==> src/rtl/regoff_lsu_pkg.sv <==
package regoff_lsu_pkg;

  localparam int REG_IDX_W = 3;
  localparam int NUM_REGS  = 1 << REG_IDX_W;
  localparam int INSTR_W   = 16;

  // Operation code is {S, H}, taken from instruction bits 10 and 11.
  typedef enum logic [1:0] {
    OP_STH  = 2'b00,
    OP_LDH  = 2'b01,
    OP_LDSB = 2'b10,
    OP_LDSH = 2'b11
  } op_e;

  typedef enum logic [1:0] {
    ST_IDLE = 2'b00,
    ST_REQ  = 2'b01,
    ST_RESP = 2'b10
  } st_e;

  typedef struct packed {
    logic                 hit;
    op_e                  op;
    logic [REG_IDX_W-1:0] rd;
    logic [REG_IDX_W-1:0] rb;
    logic [REG_IDX_W-1:0] ro;
  } dec_t;

endpackage

==> src/rtl/regoff_decode.sv <==
module regoff_decode
  import regoff_lsu_pkg::*;
(
  input  logic [INSTR_W-1:0] instr_i,
  output dec_t               dec_o
);

  always_comb begin
    dec_o.hit = (instr_i[15:12] == 4'b0101) && instr_i[9];
    dec_o.op  = op_e'({instr_i[10], instr_i[11]});
    dec_o.rd  = instr_i[2:0];
    dec_o.rb  = instr_i[5:3];
    dec_o.ro  = instr_i[8:6];
  end

endmodule

==> src/rtl/regoff_regfile.sv <==
module regoff_regfile #(
  parameter  int DATA_W = 32,
  parameter  int NREG   = 8,
  localparam int AW     = $clog2(NREG)
) (
  input  logic              clk,
  input  logic              rst_n,
  input  logic              we_i,
  input  logic [AW-1:0]     waddr_i,
  input  logic [DATA_W-1:0] wdata_i,
  input  logic [AW-1:0]     raddr_a_i,
  output logic [DATA_W-1:0] rdata_a_o,
  input  logic [AW-1:0]     raddr_b_i,
  output logic [DATA_W-1:0] rdata_b_o,
  input  logic [AW-1:0]     raddr_s_i,
  output logic [15:0]       rdata_s_o,
  input  logic [AW-1:0]     raddr_t_i,
  output logic [DATA_W-1:0] rdata_t_o
);

  logic [DATA_W-1:0] regs [NREG];

  for (genvar g = 0; g < NREG; g++) begin : g_ent
    logic [DATA_W-1:0] q;
    logic              wen;
    assign wen = we_i && (waddr_i == AW'(g));
    always_ff @(posedge clk or negedge rst_n) begin
      if (!rst_n) begin
        q <= '0;
      end else if (wen) begin
        q <= wdata_i;
      end
    end
    assign regs[g] = q;
  end

  assign rdata_a_o = regs[raddr_a_i];
  assign rdata_b_o = regs[raddr_b_i];
  assign rdata_s_o = regs[raddr_s_i][15:0];
  assign rdata_t_o = regs[raddr_t_i];

endmodule

==> src/rtl/regoff_req_lane.sv <==
module regoff_req_lane
  import regoff_lsu_pkg::*;
#(
  parameter  int DATA_W = 32,
  localparam int NB     = DATA_W / 8,
  localparam int LW     = $clog2(NB)
) (
  input  op_e               op_i,
  input  logic [LW-1:0]     lo_i,
  input  logic [15:0]       src_i,
  output logic [NB-1:0]     be_o,
  output logic [DATA_W-1:0] wdata_o,
  output logic              misaligned_o
);

  localparam int NH = NB / 2;

  always_comb begin
    if (op_i == OP_LDSB) begin
      be_o = NB'(1) << lo_i;
    end else begin
      be_o = NB'(3) << {lo_i[LW-1:1], 1'b0};
    end
  end

  assign misaligned_o = (op_i != OP_LDSB) && lo_i[0];

  for (genvar g = 0; g < NH; g++) begin : g_rep
    assign wdata_o[16*g +: 16] = src_i;
  end

endmodule

==> src/rtl/regoff_load_ext.sv <==
module regoff_load_ext
  import regoff_lsu_pkg::*;
#(
  parameter  int DATA_W = 32,
  localparam int NB     = DATA_W / 8,
  localparam int LW     = $clog2(NB)
) (
  input  op_e               op_i,
  input  logic [LW-1:0]     lo_i,
  input  logic [DATA_W-1:0] rdata_i,
  output logic [DATA_W-1:0] ext_o
);

  logic [7:0]  byte_v;
  logic [15:0] half_v;

  assign byte_v = rdata_i[{lo_i, 3'b000} +: 8];
  assign half_v = rdata_i[{lo_i[LW-1:1], 4'b0000} +: 16];

  always_comb begin
    case (op_i)
      OP_LDSB: ext_o = {{(DATA_W-8){byte_v[7]}}, byte_v};
      OP_LDSH: ext_o = {{(DATA_W-16){half_v[15]}}, half_v};
      default: ext_o = {{(DATA_W-16){1'b0}}, half_v};
    endcase
  end

endmodule

==> src/rtl/regoff_lsu.sv <==
module regoff_lsu
  import regoff_lsu_pkg::*;
#(
  parameter int DATA_W = 32
) (
  input  logic                  clk,
  input  logic                  rst_n,
  input  logic                  instr_valid_i,
  input  logic [INSTR_W-1:0]    instr_i,
  output logic                  busy_o,
  output logic                  done_o,
  output logic                  foreign_o,
  output logic                  misaligned_o,
  output logic                  mem_req_o,
  output logic                  mem_we_o,
  output logic [DATA_W-1:0]     mem_addr_o,
  output logic [DATA_W/8-1:0]   mem_be_o,
  output logic [DATA_W-1:0]     mem_wdata_o,
  input  logic                  mem_ready_i,
  input  logic                  mem_rvalid_i,
  input  logic [DATA_W-1:0]     mem_rdata_i,
  input  logic                  tp_we_i,
  input  logic [REG_IDX_W-1:0]  tp_addr_i,
  input  logic [DATA_W-1:0]     tp_wdata_i,
  output logic [DATA_W-1:0]     tp_rdata_o
);

  localparam int NB = DATA_W / 8;
  localparam int LW = $clog2(NB);

  dec_t                 dec;
  logic [DATA_W-1:0]    base_val;
  logic [DATA_W-1:0]    off_val;
  logic [15:0]          src_val;
  logic [DATA_W-1:0]    addr_now;
  logic [NB-1:0]        be_now;
  logic [DATA_W-1:0]    wdata_now;
  logic                 mis_now;
  logic [DATA_W-1:0]    wb_data;

  st_e                  state_q, state_d;
  logic [DATA_W-1:0]    addr_q;
  logic [NB-1:0]        be_q;
  logic [DATA_W-1:0]    wdata_q;
  logic                 we_q;
  op_e                  op_q;
  logic [REG_IDX_W-1:0] rd_q;
  logic                 done_q, done_d;
  logic                 foreign_q, foreign_d;
  logic                 mis_q, mis_d;

  logic                 accept;
  logic                 launch;
  logic                 wb_en;
  logic                 rf_we;
  logic [REG_IDX_W-1:0] rf_waddr;
  logic [DATA_W-1:0]    rf_wdata;

  regoff_decode u_dec (
    .instr_i (instr_i),
    .dec_o   (dec)
  );

  regoff_regfile #(
    .DATA_W (DATA_W),
    .NREG   (NUM_REGS)
  ) u_rf (
    .clk       (clk),
    .rst_n     (rst_n),
    .we_i      (rf_we),
    .waddr_i   (rf_waddr),
    .wdata_i   (rf_wdata),
    .raddr_a_i (dec.rb),
    .rdata_a_o (base_val),
    .raddr_b_i (dec.ro),
    .rdata_b_o (off_val),
    .raddr_s_i (dec.rd),
    .rdata_s_o (src_val),
    .raddr_t_i (tp_addr_i),
    .rdata_t_o (tp_rdata_o)
  );

  assign addr_now = base_val + off_val;

  regoff_req_lane #(
    .DATA_W (DATA_W)
  ) u_req (
    .op_i         (dec.op),
    .lo_i         (addr_now[LW-1:0]),
    .src_i        (src_val),
    .be_o         (be_now),
    .wdata_o      (wdata_now),
    .misaligned_o (mis_now)
  );

  regoff_load_ext #(
    .DATA_W (DATA_W)
  ) u_ext (
    .op_i    (op_q),
    .lo_i    (addr_q[LW-1:0]),
    .rdata_i (mem_rdata_i),
    .ext_o   (wb_data)
  );

  // Control: next-state and pulse decisions
  always_comb begin
    accept    = instr_valid_i && (state_q == ST_IDLE);
    launch    = accept && dec.hit && !mis_now;
    foreign_d = accept && !dec.hit;
    mis_d     = accept && dec.hit && mis_now;
    wb_en     = (state_q == ST_RESP) && mem_rvalid_i;
    done_d    = ((state_q == ST_REQ) && mem_ready_i && we_q) || wb_en;
    state_d   = state_q;
    case (state_q)
      ST_IDLE: if (launch) state_d = ST_REQ;
      ST_REQ:  if (mem_ready_i) state_d = we_q ? ST_IDLE : ST_RESP;
      ST_RESP: if (mem_rvalid_i) state_d = ST_IDLE;
      default: state_d = ST_IDLE;
    endcase
  end

  always_ff @(posedge clk or negedge rst_n) begin
    if (!rst_n) begin
      state_q   <= ST_IDLE;
      done_q    <= 1'b0;
      foreign_q <= 1'b0;
      mis_q     <= 1'b0;
    end else begin
      state_q   <= state_d;
      done_q    <= done_d;
      foreign_q <= foreign_d;
      mis_q     <= mis_d;
    end
  end

  // Request capture, enabled only when an instruction is launched
  always_ff @(posedge clk or negedge rst_n) begin
    if (!rst_n) begin
      addr_q  <= '0;
      be_q    <= '0;
      wdata_q <= '0;
      we_q    <= 1'b0;
      op_q    <= OP_STH;
      rd_q    <= '0;
    end else if (launch) begin
      addr_q  <= addr_now;
      be_q    <= be_now;
      wdata_q <= wdata_now;
      we_q    <= (dec.op == OP_STH);
      op_q    <= dec.op;
      rd_q    <= dec.rd;
    end
  end

  // Register file write: load writeback wins over the test port
  always_comb begin
    rf_we    = wb_en || tp_we_i;
    rf_waddr = wb_en ? rd_q : tp_addr_i;
    rf_wdata = wb_en ? wb_data : tp_wdata_i;
  end

  assign busy_o       = (state_q != ST_IDLE);
  assign done_o       = done_q;
  assign foreign_o    = foreign_q;
  assign misaligned_o = mis_q;
  assign mem_req_o    = (state_q == ST_REQ);
  assign mem_we_o     = we_q;
  assign mem_addr_o   = addr_q;
  assign mem_be_o     = be_q;
  assign mem_wdata_o  = wdata_q;

  // Assertions

  p_foreign_quiet_r1: assert property (@(posedge clk) disable iff (!rst_n)
    foreign_o |-> (!mem_req_o && !done_o && !misaligned_o));

  p_store_no_wb_r4: assert property (@(posedge clk) disable iff (!rst_n)
    wb_en |-> !we_q);

  p_half_be_r4: assert property (@(posedge clk) disable iff (!rst_n)
    (mem_req_o && op_q != OP_LDSB) |-> (($countones(mem_be_o) == 2) && !mem_addr_o[0]));

  p_zext_r5: assert property (@(posedge clk) disable iff (!rst_n)
    (wb_en && op_q == OP_LDH) |-> (wb_data[DATA_W-1:16] == '0));

  p_byte_be_r6: assert property (@(posedge clk) disable iff (!rst_n)
    (mem_req_o && op_q == OP_LDSB) |-> ($countones(mem_be_o) == 1));

  p_byte_sext_r6: assert property (@(posedge clk) disable iff (!rst_n)
    (wb_en && op_q == OP_LDSB) |->
      ((wb_data[DATA_W-1:7] == '0) || (&wb_data[DATA_W-1:7])));

  p_half_sext_r7: assert property (@(posedge clk) disable iff (!rst_n)
    (wb_en && op_q == OP_LDSH) |->
      ((wb_data[DATA_W-1:15] == '0) || (&wb_data[DATA_W-1:15])));

  p_mis_quiet_r8: assert property (@(posedge clk) disable iff (!rst_n)
    misaligned_o |-> (!mem_req_o && !done_o));

  p_req_hold_r9: assert property (@(posedge clk) disable iff (!rst_n)
    (mem_req_o && !mem_ready_i) |=>
      (mem_req_o && $stable(mem_addr_o) && $stable(mem_be_o) &&
       $stable(mem_wdata_o) && $stable(mem_we_o)));

  p_done_pulse_r10: assert property (@(posedge clk) disable iff (!rst_n)
    done_o |=> !done_o);

  p_busy_ignore_r11: assert property (@(posedge clk) disable iff (!rst_n)
    (busy_o && instr_valid_i) |=> (!foreign_o && !misaligned_o));

endmodule

==> config.mk <==
export PLATFORM = sky130hd
export DESIGN_NAME = regoff_lsu
export DESIGN_NICKNAME = d
export VERILOG_FILES = /design/src/rtl/regoff_lsu_pkg.sv /design/src/rtl/regoff_decode.sv /design/src/rtl/regoff_regfile.sv /design/src/rtl/regoff_req_lane.sv /design/src/rtl/regoff_load_ext.sv /design/src/rtl/regoff_lsu.sv
export SDC_FILE = /design/constraint.sdc
export NUM_CORES = 1
export LEC_CHECK = 0
export BUFFER_PORTS_ARGS = -buffer_cell sky130_fd_sc_hd__buf_2
export CORE_MARGIN = 1.5
export CORE_UTILIZATION = 25
export DETAILED_ROUTE_END_ITERATION = 16
export REMOVE_ABC_BUFFERS = 1
export SKIP_CTS_REPAIR_TIMING = 1
export SYNTH_ARGS = -nofsm -noshare
export SYNTH_HDL_FRONTEND = slang
export SYNTH_SLANG_ARGS = --single-unit
==> constraint.sdc <==
create_clock -name clk -period 8.7 [get_ports clk]
set_input_delay 0.435 -clock clk [delete_from_list [all_inputs] [get_ports clk]]
set_output_delay 0.435 -clock clk [all_outputs]
set_load 0.01 [all_outputs]
**Word-level counts from Yosys, hierarchy flattened**

Index checks and enable logic that the tools add are counted.

- Register bits: 335
- Bits of input ports: 89
- Output and inout port bits: 106
- Logic and storage cells: 96

- $add $sub $neg: 1
- Magnitude comparators: 4
- Equal/unequal tests: 17
- Shifts and indexed selects: 4
- Mux-type cells: 21
- Bitwise gates (word level): 4
- Reductions and logical operators: 27

Operators by type and width:

| operator | number |
|---|---|
| $bmux W32 S3 | 4 |
| $mux W32 | 7 |
| $pmux W32 S2 | 1 |
| $add A32 B32 Y32 | 1 |
| $mux W16 | 2 |
| $shiftx A32 B6 Y16 | 1 |
| $shiftx A32 B6 Y8 | 1 |
| $logic_and A1 B1 Y1 | 18 |
| $ge A4 B4 Y1 const B | 4 |
| $not A3 Y4 | 4 |
| $eq A3 B3 Y1 const B | 4 |
| $eq A2 B2 Y1 const B | 4 |
| $mux W2 | 4 |
| $eq A3 B2 Y1 const B | 2 |
| $ne A2 B2 Y1 const B | 3 |
| $pmux W2 S3 | 1 |
| $eq A4 B3 Y1 const B | 1 |
| $logic_not A2 Y1 | 2 |
| $mux W4 | 1 |
| $shl A1 B2 Y4 const A | 1 |
| $shl A2 B2 Y4 const A | 1 |
| $eq A3 B1 Y1 const B | 1 |
| $logic_not A3 Y1 | 1 |
| $mux W3 | 1 |
| other kinds (6) | 8 |

**Longest topological paths before layout**

- Word-level depth: 10
- Depth in mapped cells: 13
- Mapped depth without buffers: 11

**Hierarchy**

From an unflattened synthesis, not the netlist that was laid out.

- Cells, all modules: 1646
- Area, all modules: 22800.6 µm²

By module, submodules not included:

| module | times used | cells an instance | area each (µm²) | sequential area each (µm²) |
|---|---|---|---|---|
| regoff_regfile | 1 | 950 | 16766.1 | 6406.1 |
| regoff_lsu | 1 | 596 | 5109.9 | 1976.9 |
| regoff_load_ext | 1 | 48 | 524.3 | 0.0 |
| regoff_req_lane | 1 | 39 | 305.3 | 0.0 |
| regoff_decode | 1 | 13 | 95.1 | 0.0 |

**Worst setup path after synthesis**

No wires, ideal clock.

- Path kind: in2reg
- Start point: input port instr_i[6]
- End point: register addr_q[30], in the netlist mem_addr_o[30]
- Setup time: 0.131 ns
- Arrival: 4.030 ns
- Required time: 8.569 ns
- Setup slack: 4.538 ns
- Stages on the path: 13
- Buffers on the path: 2
- Cell sequence: buf_2 -> buf_2 -> mux4_2 -> mux2_2 -> ha_1 -> fa_1 -> a21o_1 -> a221o_1 -> or3b_1 -> a21o_1 -> a21oi_4 -> nor4_1 -> or3_1

- Word-level cells in the longest chain between the ends: 8

Ends and longest elaborated chain:

| what | RTL line | source |
|---|---|---|
| from (decl) | regoff_lsu.sv:9 | `input logic [INSTR_W-1:0] instr_i,` |
| $not A3 Y4 (implied by the code) (*) | regoff_regfile.sv:38 | `assign rdata_b_o = regs[raddr_b_i];` |
| $bmux W32 S3 (*) | regoff_regfile.sv:38 |  |
| $mux W32 (implied by the code) (*) (2 in series) | regoff_regfile.sv:38 |  |
| $add A32 B32 Y32 (*) | regoff_lsu.sv:83 | `assign addr_now = base_val + off_val;` |
| $logic_and A1 B1 Y1 | regoff_req_lane.sv:26 | `assign misaligned_o = (op_i != OP_LDSB) && lo_i[0];` |
| $logic_not A1 Y1 | regoff_lsu.sv:108 | `launch = accept && dec.hit && !mis_now;` |
| $logic_and A1 B1 Y1 | regoff_lsu.sv:108 |  |
| to (signal assigned) | regoff_lsu.sv:146 | `addr_q <= addr_now;` |
| to (decl) | regoff_lsu.sv:42 | `logic [DATA_W-1:0] addr_q;` |

Every way passes the cells marked *; elsewhere a longest branch is shown, timed or not. The select of a mux whose other input is x is not followed.
A chain may end at the register's enable or synchronous reset.

**Worst setup path in the final report**

- Start point: input port instr_i[4]
- End point: register addr_q[26], in the netlist mem_addr_o[26]

- Word-level cells in the longest chain between the ends: 8

Ends and longest elaborated chain:

| what | RTL line | source |
|---|---|---|
| $not A3 Y4 (implied by the code) | regoff_regfile.sv:37 | `assign rdata_a_o = regs[raddr_a_i];` |
| $bmux W32 S3 | regoff_regfile.sv:37 |  |
| $mux W32 (implied by the code) (2 in series) | regoff_regfile.sv:37 |  |
| $add A32 B32 Y32 | regoff_lsu.sv:83 |  |
| named net addr_now[0] | regoff_lsu.sv:35 | `logic [DATA_W-1:0] addr_now;` |
| $logic_and A1 B1 Y1 | regoff_req_lane.sv:26 |  |
| $logic_not A1 Y1 | regoff_lsu.sv:108 |  |
| $logic_and A1 B1 Y1 | regoff_lsu.sv:108 |  |

The timed path passes the listed nets, and every way through them passes these cells. The select of a mux whose other input is x is not followed.

==> metrics.cfg <==
[worst_setup_path]
r2r_slack_ns = 4.58
crit_fanout = 81
end_kind = register
path_class = in -> reg
critPathLaunchType = input port
required_ns = 9.17
critical_path_arrival_ns = 4.84
r2r_start = u_rf.g_ent[7].q[0]
setup.worst_path.end = mem_addr_o[26]
reg2reg_to = mem_addr_o[26]
r2r_cells = 8
critPathLaunch = instr_i[4]

[routing]
drtPass1Iterations = 5
top_layer_used = met5
vias_per_cell = 5.19
drcViolationCount = 0
met2WireLength_um = 32400
drtIter0Drc = 1288
wl_met3_um = 3770
drt-met1-wl_um = 27300
drt_wl_total_um = 65500
wl_per_cell_um = 21.9
ant_nets = 0
via_count = 15600

[worst_hold_path]
hp-class = in -> async

[die]
core_um2 = 80400
dieArea_um2 = 82800
io_pins = 195
fp-row-count = 104
die_w_um = 288
start_util_pct = 25.2
die_h_um = 288

[timing]
drv_slew = 0
min_period_ns = 4.37
skew_ns = 0.0219
period_share_pct = 50.2
rsz0062_at_grt = false
slew_headroom_pct = 25.3
max_freq_mhz = 229
hold_violations = 0
final.setup.tns_ns = 0
hold_ws_ns = 0.00890
worstMarginPinSlew_ns = 1.12
finalSetupViolCount = 0

[status]
status = completed

[grt]
grt_overflow = 0
grt_pass1_wl_um = 99600
grt_usage_pct = 15.8
grt_pass1_vias = 15300
grt_max_degree = 117
antenna_found_initial = 6

[synth]
yosys-top-cells-count = nand2_1, dfrtp_1, o21ai_0
yosysMostFrequentCell = nand2_1
synth.avg_cell_area_um2 = 11.1
syn_inst = 1825
synthesis.area_um2 = 20300
synth-async-reset-ratio_pct = 100
synth_top_cell_area_share_pct = 39.4
ys_seq_area_share_pct = 39.4
synth_top_cell_by_area = dfrtp_1
yosysWarningCount = 0
synth_cell_type_count = 62
synth_seq_cells = 319
synth_edf_count = 0
yosys-top-cells-area = dfrtp_1, mux4_2, o21ai_0
synthFlopType = dfrtp_1

[clock_network]
cts-root-buf = clkbuf_16
cts_sinks = 319
clockBufferDepth = 3
numCtsBuffers = 34
clk_pin_slew_ns = 0.06
cts_tree = built
htreeDepth = 2
clk_latency_ns = 0.54

[placement]
io_buffers = 194
dp.cells = 2938
hpwl_um = 43000
gp_congestion = 0.864

[pwr]
ir_drop_mv = 0.130
leakage_nw = 9.91
powerDensity_nw_per_um2 = 260

[finish]
layout.cells.non_filler = 2999
drive_gt1_share_pct = 31.3
nets = 2035
areaGrowthSynthToFinish_pct = 14.9
filler_cell_count = 8280

[run]
max_cap_viol_count = 0

-- how the worst min path moves through the flow --
stage | slack, ns | depth (start not counted) | end | from
after floorplan | 0.14 | 0 | done_o | rst_n
after global placement | 0.46 | 2 | mem_addr_o[6] | mem_addr_o[6]
after detailed placement | 0.46 | 2 | rd_q[1] | rd_q[1]
after CTS | 0.04 | 1 | mem_be_o[2] | rst_n
after global routing | 0.09 | 1 | mem_be_o[1] | rst_n
final | 0.009 | 1 | mem_be_o[1] | rst_n
-- cells by family after synthesis --
logic type / synth area share [%]
compound gates: 12.8
simple gates: 9.49
mux: 31.7
flops: 39.4
buf+inv: 3.66
fa+ha+maj: 2.01
xor+xnor: 0.994
-- cell type report --
class,instances,area (µm²),area share (%)
Multi-Input combinational cell,1332,11600,49.7
Tap cell,1060,1330,5.70
Clock inverter,16,168,0.720
Inverter,9,33.8,0.145
Timing Repair Buffer,218,1200,5.14
Sequential cell,319,7980,34.3
Antenna cell,1,2.50,0.0107
Clock buffer,44,992,4.26
-- power by group --
| group | leakage, nW | switching [W] | internal [W] |
|---|---|---|---|
| logic | 5.31 | 0.00114 | 0.00107 |
| clock network | 0.574 | 0.000642 | 0.000898 |
| registers | 4.03 | 0.000445 | 0.00186 |
| total | 9.91 | 0.00223 | 0.00382 |
-- through the flow --
stage | utilization, % | worst slack, ns | instance area [µm²] | total power (W)
floorplan | - | 3.69 | 19600 | 0.00365
global placement | 27.5 | 3.80 | 22100 | 0.00448
detailed placement | 27.5 | 3.77 | 22100 | 0.00452
CTS | 28.9 | 4.32 | 23300 | 0.00608
global route | 28.9 | 3.99 | 23300 | 0.00641
finish | 28.9 | 4.33 | 23300 | 0.00605
-- per-layer routing --
layer  vias up  GRT usage [%]
met2       530           26.5
met5         -              0
met4         8           5.26
li1       7022              -
met3       117           2.42
met1      7891           20.8
-- sequential cells by signal, indices dropped and copies added, names as in the netlist --
name,count
mem_be_o,4
misaligned_o,1
rd_q,3
op_q,2
foreign_o,1
u_rf.g_ent.q,256
mem_wdata_o,16
state_q,2
mem_we_o,1
mem_addr_o,32
done_o,1
-- critical path: stages --
cell and delay [ns]:
buf_2 0.54, buf_12 0.35, mux4_2 0.35, mux2_2 0.28
ha_1 0.40, nand2_1 0.13, nand4_1 0.87, buf_12 0.53
or4_2 0.70, nand3_1 0.10
-- placed cells by master, fill, tap and decap left out, types with 7 or more instances in the layout --
cell type	n
buf_4	26
mux4_2	224
nand3_1	8
a21o_1	12
clkinv_2	9
nor2_1	71
xor2_1	13
clkbuf_16	37
o21ai_0	287
nand4_1	7
inv_1	9
a221oi_1	8
nand2_1	320
mux2i_1	30
a311oi_1	7
buf_2	189
mux2_2	95
nor2b_1	14
o31ai_1	7
dfrtp_1	319
ha_1	31
a21oi_1	92
o22ai_1	7
xnor2_1	10
(Power assumes the default switching activity.)
